<file path="config.mk">
export PLATFORM = sky130hd
export DESIGN_NAME = gpio_irq_ctrl
export DESIGN_NICKNAME = d
export VERILOG_FILES = /design/src/rtl/gpio_irq_pkg.sv /design/src/rtl/gpio_in_sync.sv /design/src/rtl/gpio_debounce.sv /design/src/rtl/gpio_irq_detect.sv /design/src/rtl/gpio_irq_ctrl.sv
export SDC_FILE = /design/constraint.sdc
export NUM_CORES = 1
export LEC_CHECK = 0
export ABC_CLOCK_PERIOD_IN_PS = 1950
export BUFFER_PORTS_ARGS = -buffer_cell sky130_fd_sc_hd__buf_2
export CELL_PAD_IN_SITES_DETAIL_PLACEMENT = 2
export CELL_PAD_IN_SITES_GLOBAL_PLACEMENT = 2
export CORE_MARGIN = 8
export CORE_UTILIZATION = 35
export DETAILED_ROUTE_END_ITERATION = 8
export PLACE_DENSITY_LB_ADDON = 0.1
export REMOVE_ABC_BUFFERS = 1
export SYNTH_ARGS = -nofsm -noshare
export SYNTH_HDL_FRONTEND = slang
export SYNTH_SLANG_ARGS = --single-unit
export TNS_END_PERCENT = 5
</file>
<file path="constraint.sdc">
create_clock -name clk -period 1.95 [get_ports clk]
set_input_delay 0.2925 -clock clk [delete_from_list [all_inputs] [get_ports clk]]
set_output_delay 0.2925 -clock clk [all_outputs]
set_load 0.01 [all_outputs]
</file>
<file path="src/rtl/gpio_irq_pkg.sv">
package gpio_irq_pkg;

  localparam int ADDR_W = 4;

  typedef enum logic [ADDR_W-1:0] {
    RG_DIR   = 4'd0,
    RG_SET   = 4'd1,
    RG_CLR   = 4'd2,
    RG_OUT   = 4'd3,
    RG_IN    = 4'd4,
    RG_IEN   = 4'd5,
    RG_SENSE = 4'd6,
    RG_BOTH  = 4'd7,
    RG_POL   = 4'd8,
    RG_RAW   = 4'd9,
    RG_MASK  = 4'd10,
    RG_MIS   = 4'd11,
    RG_ICLR  = 4'd12,
    RG_DBEN  = 4'd13
  } gpio_reg_e;

endpackage

</file>
<file path="src/rtl/gpio_in_sync.sv">
module gpio_in_sync #(
  parameter int W = 32
) (
  input  logic         clk,
  input  logic         rst_n,
  input  logic [W-1:0] async_i,
  output logic [W-1:0] sync_o
);

  logic [W-1:0] meta_q;
  logic [W-1:0] stab_q;

  always_ff @(posedge clk or negedge rst_n) begin
    if (!rst_n) begin
      meta_q <= '0;
      stab_q <= '0;
    end else begin
      meta_q <= async_i;
      stab_q <= meta_q;
    end
  end

  assign sync_o = stab_q;

endmodule

</file>
<file path="src/rtl/gpio_debounce.sv">
module gpio_debounce #(
  parameter int W        = 32,
  parameter int DB_TICKS = 4
) (
  input  logic         clk,
  input  logic         rst_n,
  input  logic         tick_i,
  input  logic [W-1:0] din_i,
  output logic [W-1:0] dout_o
);

  localparam int CW = (DB_TICKS > 1) ? $clog2(DB_TICKS) : 1;
  localparam logic [CW-1:0] CNT_LAST = CW'(DB_TICKS - 1);

  for (genvar i = 0; i < W; i++) begin : g_pin
    logic          lvl_q, lvl_d;
    logic [CW-1:0] cnt_q, cnt_d;

    always_comb begin
      lvl_d = lvl_q;
      cnt_d = cnt_q;
      if (din_i[i] == lvl_q) begin
        cnt_d = '0;
      end else if (tick_i) begin
        if (cnt_q == CNT_LAST) begin
          lvl_d = din_i[i];
          cnt_d = '0;
        end else begin
          cnt_d = cnt_q + 1'b1;
        end
      end
    end

    always_ff @(posedge clk or negedge rst_n) begin
      if (!rst_n) begin
        lvl_q <= 1'b0;
        cnt_q <= '0;
      end else begin
        lvl_q <= lvl_d;
        cnt_q <= cnt_d;
      end
    end

    assign dout_o[i] = lvl_q;
  end

  // the filtered level can only move on a sample strobe
  assert_db_hold_R12: assert property (@(posedge clk) disable iff (!rst_n)
    !tick_i |=> $stable(dout_o));

endmodule

</file>
<file path="src/rtl/gpio_irq_detect.sv">
module gpio_irq_detect #(
  parameter int W = 32
) (
  input  logic         clk,
  input  logic         rst_n,
  input  logic [W-1:0] lvl_i,
  input  logic [W-1:0] ien_i,
  input  logic [W-1:0] sense_i,
  input  logic [W-1:0] both_i,
  input  logic [W-1:0] pol_i,
  input  logic [W-1:0] mask_i,
  input  logic [W-1:0] clr_i,
  output logic [W-1:0] raw_o,
  output logic [W-1:0] mis_o
);

  logic [W-1:0] prev_q;
  logic [W-1:0] latch_q, latch_d;
  logic [W-1:0] hit;
  logic [W-1:0] lvl_act;

  for (genvar i = 0; i < W; i++) begin : g_det
    logic rise, fall, edge_sel;
    assign rise     = lvl_i[i] & ~prev_q[i];
    assign fall     = ~lvl_i[i] & prev_q[i];
    assign edge_sel = both_i[i] ? (rise | fall) : (pol_i[i] ? rise : fall);
    assign hit[i]     = ien_i[i] & ~sense_i[i] & edge_sel;
    assign lvl_act[i] = ien_i[i] & (lvl_i[i] == pol_i[i]);
    assign raw_o[i]   = sense_i[i] ? lvl_act[i] : latch_q[i];
  end

  always_comb begin
    latch_d = (latch_q & ~clr_i) | hit;
  end

  always_ff @(posedge clk or negedge rst_n) begin
    if (!rst_n) begin
      prev_q  <= '0;
      latch_q <= '0;
    end else begin
      prev_q  <= lvl_i;
      latch_q <= latch_d;
    end
  end

  assign mis_o = raw_o & ien_i & ~mask_i;

  // a detected edge is held in the latch on the following cycle
  assert_edge_held_R5: assert property (@(posedge clk) disable iff (!rst_n)
    (|hit) |=> ((latch_q & $past(hit)) == $past(hit)));

  // a write-1 clear without a fresh edge empties the latch bit
  assert_clear_works_R11: assert property (@(posedge clk) disable iff (!rst_n)
    (|(clr_i & ~hit)) |=> ((latch_q & $past(clr_i & ~hit)) == '0));

  // disabled pins never latch an edge
  assert_disabled_quiet_R10: assert property (@(posedge clk) disable iff (!rst_n)
    ((hit & ~ien_i) == '0));

endmodule

</file>
<file path="src/rtl/gpio_irq_ctrl.sv">
module gpio_irq_ctrl
  import gpio_irq_pkg::*;
#(
  parameter int NPINS    = 32,
  parameter int DB_TICKS = 4
) (
  input  logic              clk,
  input  logic              rst_n,
  input  logic [ADDR_W-1:0] bus_addr,
  input  logic              bus_we,
  input  logic [NPINS-1:0]  bus_wdata,
  output logic [NPINS-1:0]  bus_rdata,
  input  logic              db_tick,
  input  logic [NPINS-1:0]  pin_in,
  output logic [NPINS-1:0]  pin_out,
  output logic [NPINS-1:0]  pin_oe,
  output logic              irq
);

  gpio_reg_e reg_sel;
  assign reg_sel = gpio_reg_e'(bus_addr);

  logic [NPINS-1:0] dir_q,   dir_d;
  logic [NPINS-1:0] out_q,   out_d;
  logic [NPINS-1:0] ien_q,   ien_d;
  logic [NPINS-1:0] sense_q, sense_d;
  logic [NPINS-1:0] both_q,  both_d;
  logic [NPINS-1:0] pol_q,   pol_d;
  logic [NPINS-1:0] mask_q,  mask_d;
  logic [NPINS-1:0] dben_q,  dben_d;
  logic [NPINS-1:0] iclr;
  logic             cfg_en;

  logic [NPINS-1:0] pin_sync, pin_filt, pin_sel;
  logic [NPINS-1:0] raw_st, mis_st;

  assign cfg_en = bus_we;

  always_comb begin
    dir_d   = dir_q;
    out_d   = out_q;
    ien_d   = ien_q;
    sense_d = sense_q;
    both_d  = both_q;
    pol_d   = pol_q;
    mask_d  = mask_q;
    dben_d  = dben_q;
    iclr    = '0;
    if (bus_we) begin
      case (reg_sel)
        RG_DIR:   dir_d   = bus_wdata;
        RG_SET:   out_d   = out_q | bus_wdata;
        RG_CLR:   out_d   = out_q & ~bus_wdata;
        RG_OUT:   out_d   = bus_wdata;
        RG_IEN:   ien_d   = bus_wdata;
        RG_SENSE: sense_d = bus_wdata;
        RG_BOTH:  both_d  = bus_wdata;
        RG_POL:   pol_d   = bus_wdata;
        RG_MASK:  mask_d  = bus_wdata;
        RG_ICLR:  iclr    = bus_wdata;
        RG_DBEN:  dben_d  = bus_wdata;
        default:  ;
      endcase
    end
  end

  always_ff @(posedge clk or negedge rst_n) begin
    if (!rst_n) begin
      dir_q   <= '0;
      out_q   <= '0;
      ien_q   <= '0;
      sense_q <= '0;
      both_q  <= '0;
      pol_q   <= '0;
      mask_q  <= '0;
      dben_q  <= '0;
    end else if (cfg_en) begin
      dir_q   <= dir_d;
      out_q   <= out_d;
      ien_q   <= ien_d;
      sense_q <= sense_d;
      both_q  <= both_d;
      pol_q   <= pol_d;
      mask_q  <= mask_d;
      dben_q  <= dben_d;
    end
  end

  gpio_in_sync #(.W(NPINS)) u_sync (
    .clk     (clk),
    .rst_n   (rst_n),
    .async_i (pin_in),
    .sync_o  (pin_sync)
  );

  gpio_debounce #(.W(NPINS), .DB_TICKS(DB_TICKS)) u_deb (
    .clk    (clk),
    .rst_n  (rst_n),
    .tick_i (db_tick),
    .din_i  (pin_sync),
    .dout_o (pin_filt)
  );

  assign pin_sel = (dben_q & pin_filt) | (~dben_q & pin_sync);

  gpio_irq_detect #(.W(NPINS)) u_det (
    .clk     (clk),
    .rst_n   (rst_n),
    .lvl_i   (pin_sel),
    .ien_i   (ien_q),
    .sense_i (sense_q),
    .both_i  (both_q),
    .pol_i   (pol_q),
    .mask_i  (mask_q),
    .clr_i   (iclr),
    .raw_o   (raw_st),
    .mis_o   (mis_st)
  );

  always_comb begin
    case (reg_sel)
      RG_DIR:   bus_rdata = dir_q;
      RG_OUT:   bus_rdata = out_q;
      RG_IN:    bus_rdata = pin_sel;
      RG_IEN:   bus_rdata = ien_q;
      RG_SENSE: bus_rdata = sense_q;
      RG_BOTH:  bus_rdata = both_q;
      RG_POL:   bus_rdata = pol_q;
      RG_RAW:   bus_rdata = raw_st;
      RG_MASK:  bus_rdata = mask_q;
      RG_MIS:   bus_rdata = mis_st;
      RG_DBEN:  bus_rdata = dben_q;
      default:  bus_rdata = '0;
    endcase
  end

  assign pin_out = out_q;
  assign pin_oe  = dir_q;
  assign irq     = |mis_st;

  // a direction write shows on the output enables next cycle
  assert_dir_write_R2: assert property (@(posedge clk) disable iff (!rst_n)
    (bus_we && reg_sel == RG_DIR) |=> (pin_oe == $past(bus_wdata)));

  // set-register ones are driven high next cycle
  assert_set_high_R3: assert property (@(posedge clk) disable iff (!rst_n)
    (bus_we && reg_sel == RG_SET) |=> ((pin_out & $past(bus_wdata)) == $past(bus_wdata)));

  // clear-register ones are driven low next cycle
  assert_clr_low_R3: assert property (@(posedge clk) disable iff (!rst_n)
    (bus_we && reg_sel == RG_CLR) |=> ((pin_out & $past(bus_wdata)) == '0));

  // the interrupt line only rises for an unmasked raw event
  assert_irq_unmasked_R9: assert property (@(posedge clk) disable iff (!rst_n)
    irq |-> (|(raw_st & ien_q & ~mask_q)));

endmodule

</file>
# Word level (Yosys, flattened, before mapping)
# Index checks and enable logic that the tools add are counted.
[op_classes]
add_sub_neg = 32
eq_ne = 109
muxes = 196
bitwise = 333
reduce_logical = 75
[ops]
columns = ["cell", "n"]
rows = [
  ["case mux 32 bit (11 select lines)", 1],
  ["AND 32 bit", 6],
  ["two-way mux 2 bit", 96],
  ["AND 1 bit", 160],
  ["inverter 1 bit", 128],
  ["inverter 32 bit", 4],
  ["two-way mux 1 bit", 96],
  ["OR 32 bit", 3],
  ["case mux 32 bit (3 select lines)", 1],
  ["AND reduction 3 bit", 32],
  ["adder 2 x 1 -> 2 bit, second input constant", 32],
  ["equality test 1 bit", 64],
  ["equality test 2 bit, second input constant", 32],
  ["two-way mux 32 bit", 2],
  ["nonzero test 2 bit", 32],
  ["OR 1 bit", 32],
  ["OR reduction 32 bit", 1],
  ["equality test 4 bit, second input constant", 6],
  ["equality test 4 x 3 -> 1 bit, second input constant", 4],
  ["AND reduction 2 bit", 8],
  ["equality test 4 x 2 -> 1 bit, second input constant", 2],
  ["equality test 4 x 1 -> 1 bit, second input constant", 1],
  ["zero test 4 bit", 1],
  ["nonzero test 3 bit", 1],
]
[totals]
ff_bits = 480
input_bits = 72
out_inout_bits = 97

# Logic depth before layout (Yosys ltp)
[depth]
ltp_word = 9
mapped_depth = 9
ltp_nobuf = 6

# Cells and area by module
# A second synthesis with hierarchy kept.
[unflattened]
hier_cells = 2206
area_unflattened_um2 = 25015.2
[by_module_without_submodules]
columns = ["mod", "instances", "cells_per_inst", "area_each_um2", "seq_area_each_um2"]
rows = [
  ["gpio_irq_ctrl", 1, 1104, 13379.1, 6406.1],
  ["gpio_irq_detect", 1, 608, 5061.1, 1601.5],
  ["gpio_debounce", 1, 430, 4973.5, 2402.3],
  ["gpio_in_sync", 1, 64, 1601.5, 1601.5],
]

# Least setup slack after synthesis
# No wires, ideal clock.
[synth_timing]
path_kind = "flip-flop to output port"
startpoint = "register dben_q[28]"
endpoint = "output port irq"
arrival_ns = 1.874
path_slack_ns = -0.217
stages_incl_launch_ff = 7
path_buffers = 0
path_cell_list = "dfrtp_1 mux2i_1 xnor2_2 a21oi_1 or4_1 nor4_1 nand4_1"
[synth_via]
elab_chain_len = 9
word_cells_on_any_way = 10
[synth_lines]
columns = ["item", "line_no", "source"]
rows = [
  ["start, declared", "gpio_irq_ctrl.sv:30", "logic [NPINS-1:0] dben_q, dben_d;"],
  ["start signal, assigned", "gpio_irq_ctrl.sv:85", "dben_q <= dben_d;"],
  ["inverter 32 bit", "gpio_irq_ctrl.sv:104", "assign pin_sel = (dben_q & pin_filt) | (~dben_q & pin_sync);"],
  ["AND 32 bit", "gpio_irq_ctrl.sv:104", ""],
  ["OR 32 bit (*)", "gpio_irq_ctrl.sv:104", ""],
  ["equality test 1 bit (*)", "gpio_irq_detect.sv:28", "assign lvl_act[i] = ien_i[i] & (lvl_i[i] == pol_i[i]);"],
  ["AND 1 bit (*)", "gpio_irq_detect.sv:28", ""],
  ["two-way mux 1 bit (*)", "gpio_irq_detect.sv:29", "assign raw_o[i] = sense_i[i] ? lvl_act[i] : latch_q[i];"],
  ["AND 32 bit (*) (2 in series)", "gpio_irq_detect.sv:46", "assign mis_o = raw_o & ien_i & ~mask_i;"],
  ["OR reduction 32 bit (*)", "gpio_irq_ctrl.sv:139", "assign irq = |mis_st;"],
  ["end, declared", "gpio_irq_ctrl.sv:17", "output logic irq"],
]
# Every way passes the cells marked *; elsewhere a longest branch is shown, timed or not.

# Worst setup path after layout
[layout_timing]
startpoint = "register ien_q[0]"
endpoint = "output port irq"
[layout_via]
elab_chain_len = 5
[layout_lines]
columns = ["item", "line_no", "source"]
rows = [
  ["start, declared", "gpio_irq_ctrl.sv:25", "logic [NPINS-1:0] ien_q, ien_d;"],
  ["start signal, assigned", "gpio_irq_ctrl.sv:80", "ien_q <= ien_d;"],
  ["AND 1 bit", "gpio_irq_detect.sv:28", ""],
  ["two-way mux 1 bit", "gpio_irq_detect.sv:29", ""],
  ["AND 32 bit (*) (2 in series)", "gpio_irq_detect.sv:46", ""],
  ["OR reduction 32 bit (*)", "gpio_irq_ctrl.sv:139", ""],
]
# Marks and branches as above.

==> PnR_summary.wiki <==
{| class="wikitable"
! Metric !! Value
|-
| Power share of the clock group || 0.282
|-
| Initial antenna violation count || 6
|-
| Power density normalized to cell area || 1213 nW/um^2
|-
| Cell Int Power || 25,720 uW
|-
| Y dimension of the die || 275.0 um
|-
| Worst min-delay path class || in2reg
|-
| Category of the worst setup path launch point || flip-flop
|-
| Max Cap Violations || 0
|-
| Pre-Repair DR Iteration Count || 5
|-
| Primary FF master, synth || dfrtp_1
|-
| Cell accounting for the most synthesized area || dfrtp_1
|-
| Post-detailed-route wirelength per cell || 25.58 um
|-
| Violated checks || setup timing
|-
| HPWL after DPL || 63,170 um
|-
| Number of placed I/O pins || 169
|-
| Total via count after detailed routing || 19,010
|-
| Sequential cell area fraction in the yosys report || 0.5115
|-
| Endpoint class of the critical path || primary output
|-
| H-tree lvl count || 2
|-
| Category of the critical setup timing path || reg2out
|-
| Clock latency of the later-clocked register in the worst-skew pair || 0.62 ns
|-
| Violation count after the first detailed-routing iteration || 947
|-
| Remaining antenna violation count after routing || 0
|-
| Actual slew at the worst max-slew pin || 0.6287 ns
|-
| Switching power summed over all nets || 12,690 uW
|-
| Distinct cell type count after synthesis || 63
|-
| Run status || finished with violations
|-
| Total number of yosys warnings || 0
|-
| Overflow after GRT || 0
|-
| Standard-cell row count || 95
|-
| Fraction of power spent switching nets || 0.3303
|-
| Top cells by area, synth || dfrtp_1 51%, mux2_2 12%, ha_1 5.1%
|-
| Placed Instances || 3,355
|-
| Part of the power in combinational logic || 0.334
|-
| Worst ir drop on vdd || 0.0006956 V
|-
| Critical Path RT || 1.66 ns
|-
| Final total power || 38,410 uW
|-
| Leak Pwr || 0.01486 uW
|-
| Most common cell in the synthesized netlist || dfrtp_1
|-
| RD Place Congestion || 0.8409
|-
| Final setup vio count || 33
|-
| Syn Std Cell Area || 23,480 um^2
|-
| Largest driver fanout on the critical path || 2
|-
| Arrival time reported for the critical path endpoint || 3.18 ns
|-
| Minimum setup slack in the final design || -1.518 ns
|-
| Final min period || 3.468 ns
|-
| Maximum clock frequency || 288.4 MHz
|-
| Clock tree skew after final layout || 0.01927 ns
|-
| Yosys reg bits || 480
|-
| Syn_area_per_cell || 11.74 um^2
|-
| Total Routing Usage GR || 0.2373
|-
| Top cells by count, synth || 480 x dfrtp_1, 257 x mux2_2, 120 x nor2_1
|-
| DR vias/cell || 5.435
|-
| RSZ-0062 raised after global routing || true
|-
| Pin count of the biggest net entering global routing || 73
|-
| CTS tree || done
|-
| Fraction of registers with async set/reset || 1.000
|-
| Fraction of post-synthesis cell area in the top cell type by area || 0.5115
|-
| Clock transition at the registers of the reported paths || 0.06 ns
|-
| Clock sink count || 480
|-
| Total negative slack for setup checks || -20.22 ns
|-
| Fraction of final layout cells sized beyond drive strength 1 || 0.4103
|-
| Synthesized instance count || 2,001
|-
| Final-report max-slew violation count || 0
|-
| Residual DRC count || 0
|-
| Number of buffers inserted during clock tree synthesis || 57
|-
| Total core area || 66,800 um^2
|-
| Total of buffers placed on input and output ports || 168
|-
| Flip-flop count of the largest register after layout || 64
|-
| Max-slew headroom || 0.5809
|-
| Total routed wirelength || 89,470 um
|-
| Floorplan die width || 275.0 um
|-
| Final layout net count || 2,744
|-
| Final instance count without filler cells || 3,498
|-
| Part of the power in registers || 0.385
|-
| Maximum number of buffers from clock root to sink || 3
|-
| Register with the highest flop count || u_deb.g_pin.cnt_q
|-
| Share of the cycle needed by the critical path after routing || 1.778
|-
| Wire length of the first global-routing pass || 138,000 um
|-
| Cell chosen for the clock root || clkbuf_16
|-
| Number of endpoints with negative hold slack in the final report || 0
|-
| Number of global-route vias before repair || 22,133
|-
| Die outline area || 75,640 um^2
|-
| Number of synthesized flops with an enable pin || 0
|-
| Initial standard-cell utilization of the core || 0.3515
|-
| Synth-to-Final Area Change || 34.81%
|}
## final timing paths
check / startpoint / end / slack, ns / cells past startpoint
max: ien_q[0] / irq / -1.52 / 8
min: bus_wdata[4] / u_det.latch_q[4] / 0.06 / 3
max reg2reg: dben_q[31] / u_det.latch_q[31] / 0.03 / 8
min reg2reg: u_sync.meta_q[30] / u_sync.sync_o[30] / 0.35 / 0
max in group asynchronous: rst_n / sense_q[0] / 0.94 / 3
min in group asynchronous: rst_n / u_deb.g_pin[9].lvl_q / 0.17 / 2
## per-stage QoR
stage | setup WS [ns] | util | hold WS (ns) | area, um^2
2_1_floorplan | -2.805 | - | -0.003091 | 22970
3_3_place_gp | -1.046 | 0.4323 | 0.2043 | 28880
3_5_place_dp | -1.087 | 0.4323 | 0.2091 | 28880
4_1_cts | -1.552 | 0.4710 | 0.02041 | 31460
5_1_grt | -1.654 | 0.4738 | 0.05771 | 31650
6_report | -1.518 | 0.4739 | 0.05545 | 31660
## final cells by class
class	count	area (um^2)
Fill cell	6740	35140
Sequential cell	480	12010
Multi-Input combinational cell	1295	11140
Timing Repair Buffer	633	5099
Clock buffer	94	1798
Tap cell	873	1092
Inverter	109	409.1
Clock inverter	9	98.84
Antenna cell	5	12.51
## layout by cell type, fill, tap and decap left out, types with 59 or more instances in the layout
cell       netlist  final
buf_2           41    163
mux2_2         257    256
clkbuf_16        0     59
mux2i_1         99     73
nor2_1         120    114
dfrtp_1        480    480
buf_4            0    378
nand2_1        115    107
ha_1            96     96
inv_1          109    104
## routing by layer
metal | track usage | up-vias | routed length, um
li1 | - | 8438 | -
met1 | 0.2939 | 10027 | 37800
met2 | 0.4277 | 391 | 45660
met3 | 0.02981 | 154 | 3240
met4 | 0.07177 | 0 | 2769
met5 | 0 | - | 0
## logic make-up (layout without fill, tap and decap cells)
family | Yosys count | after routing | share of synthesized area
and+or+nand+nor | 373 | 373 | 0.07832
AOI/OAI and AO/OA | 404 | 404 | 0.1288
buffers and inverters | 226 | 845 | 0.03927
muxes | 358 | 358 | 0.1665
xor gates and xnor gates | 64 | 64 | 0.02451
other | 0 | 5 | 0
DFF | 480 | 480 | 0.5115
adders and majority gates | 96 | 96 | 0.05115
## worst max-delay path, cell delays in order (launching register included)
cell	delay, ns
dfrtp_1	0.38
nor4bb_1	0.16
or4_4	0.56
a2111oi_4	0.33
nand3_2	0.21
nor4_4	0.32
buf_4	0.18
nand4_1	0.20
buf_2	0.23
## timing repair
action,CTS,global route
cloned,0,0
pin swaps,32,25
setup endpoints to repair,37,44
buffers inserted,1,1
hold endpoints to repair,300,0
hold buffers,33,0
resized for setup,85,37
## power groups by stage
stage                     clock [uW]  combinational (uW)  sequential, uW
after CTS                      11200               12800           14700
final                          10800               12800           14800
after detailed placement           0               12200           14800
after global placement             0               11400           14500
after floorplan                    0                5800           14600
after global routing           11500               14000           15100
(Power assumes the default switching activity.)
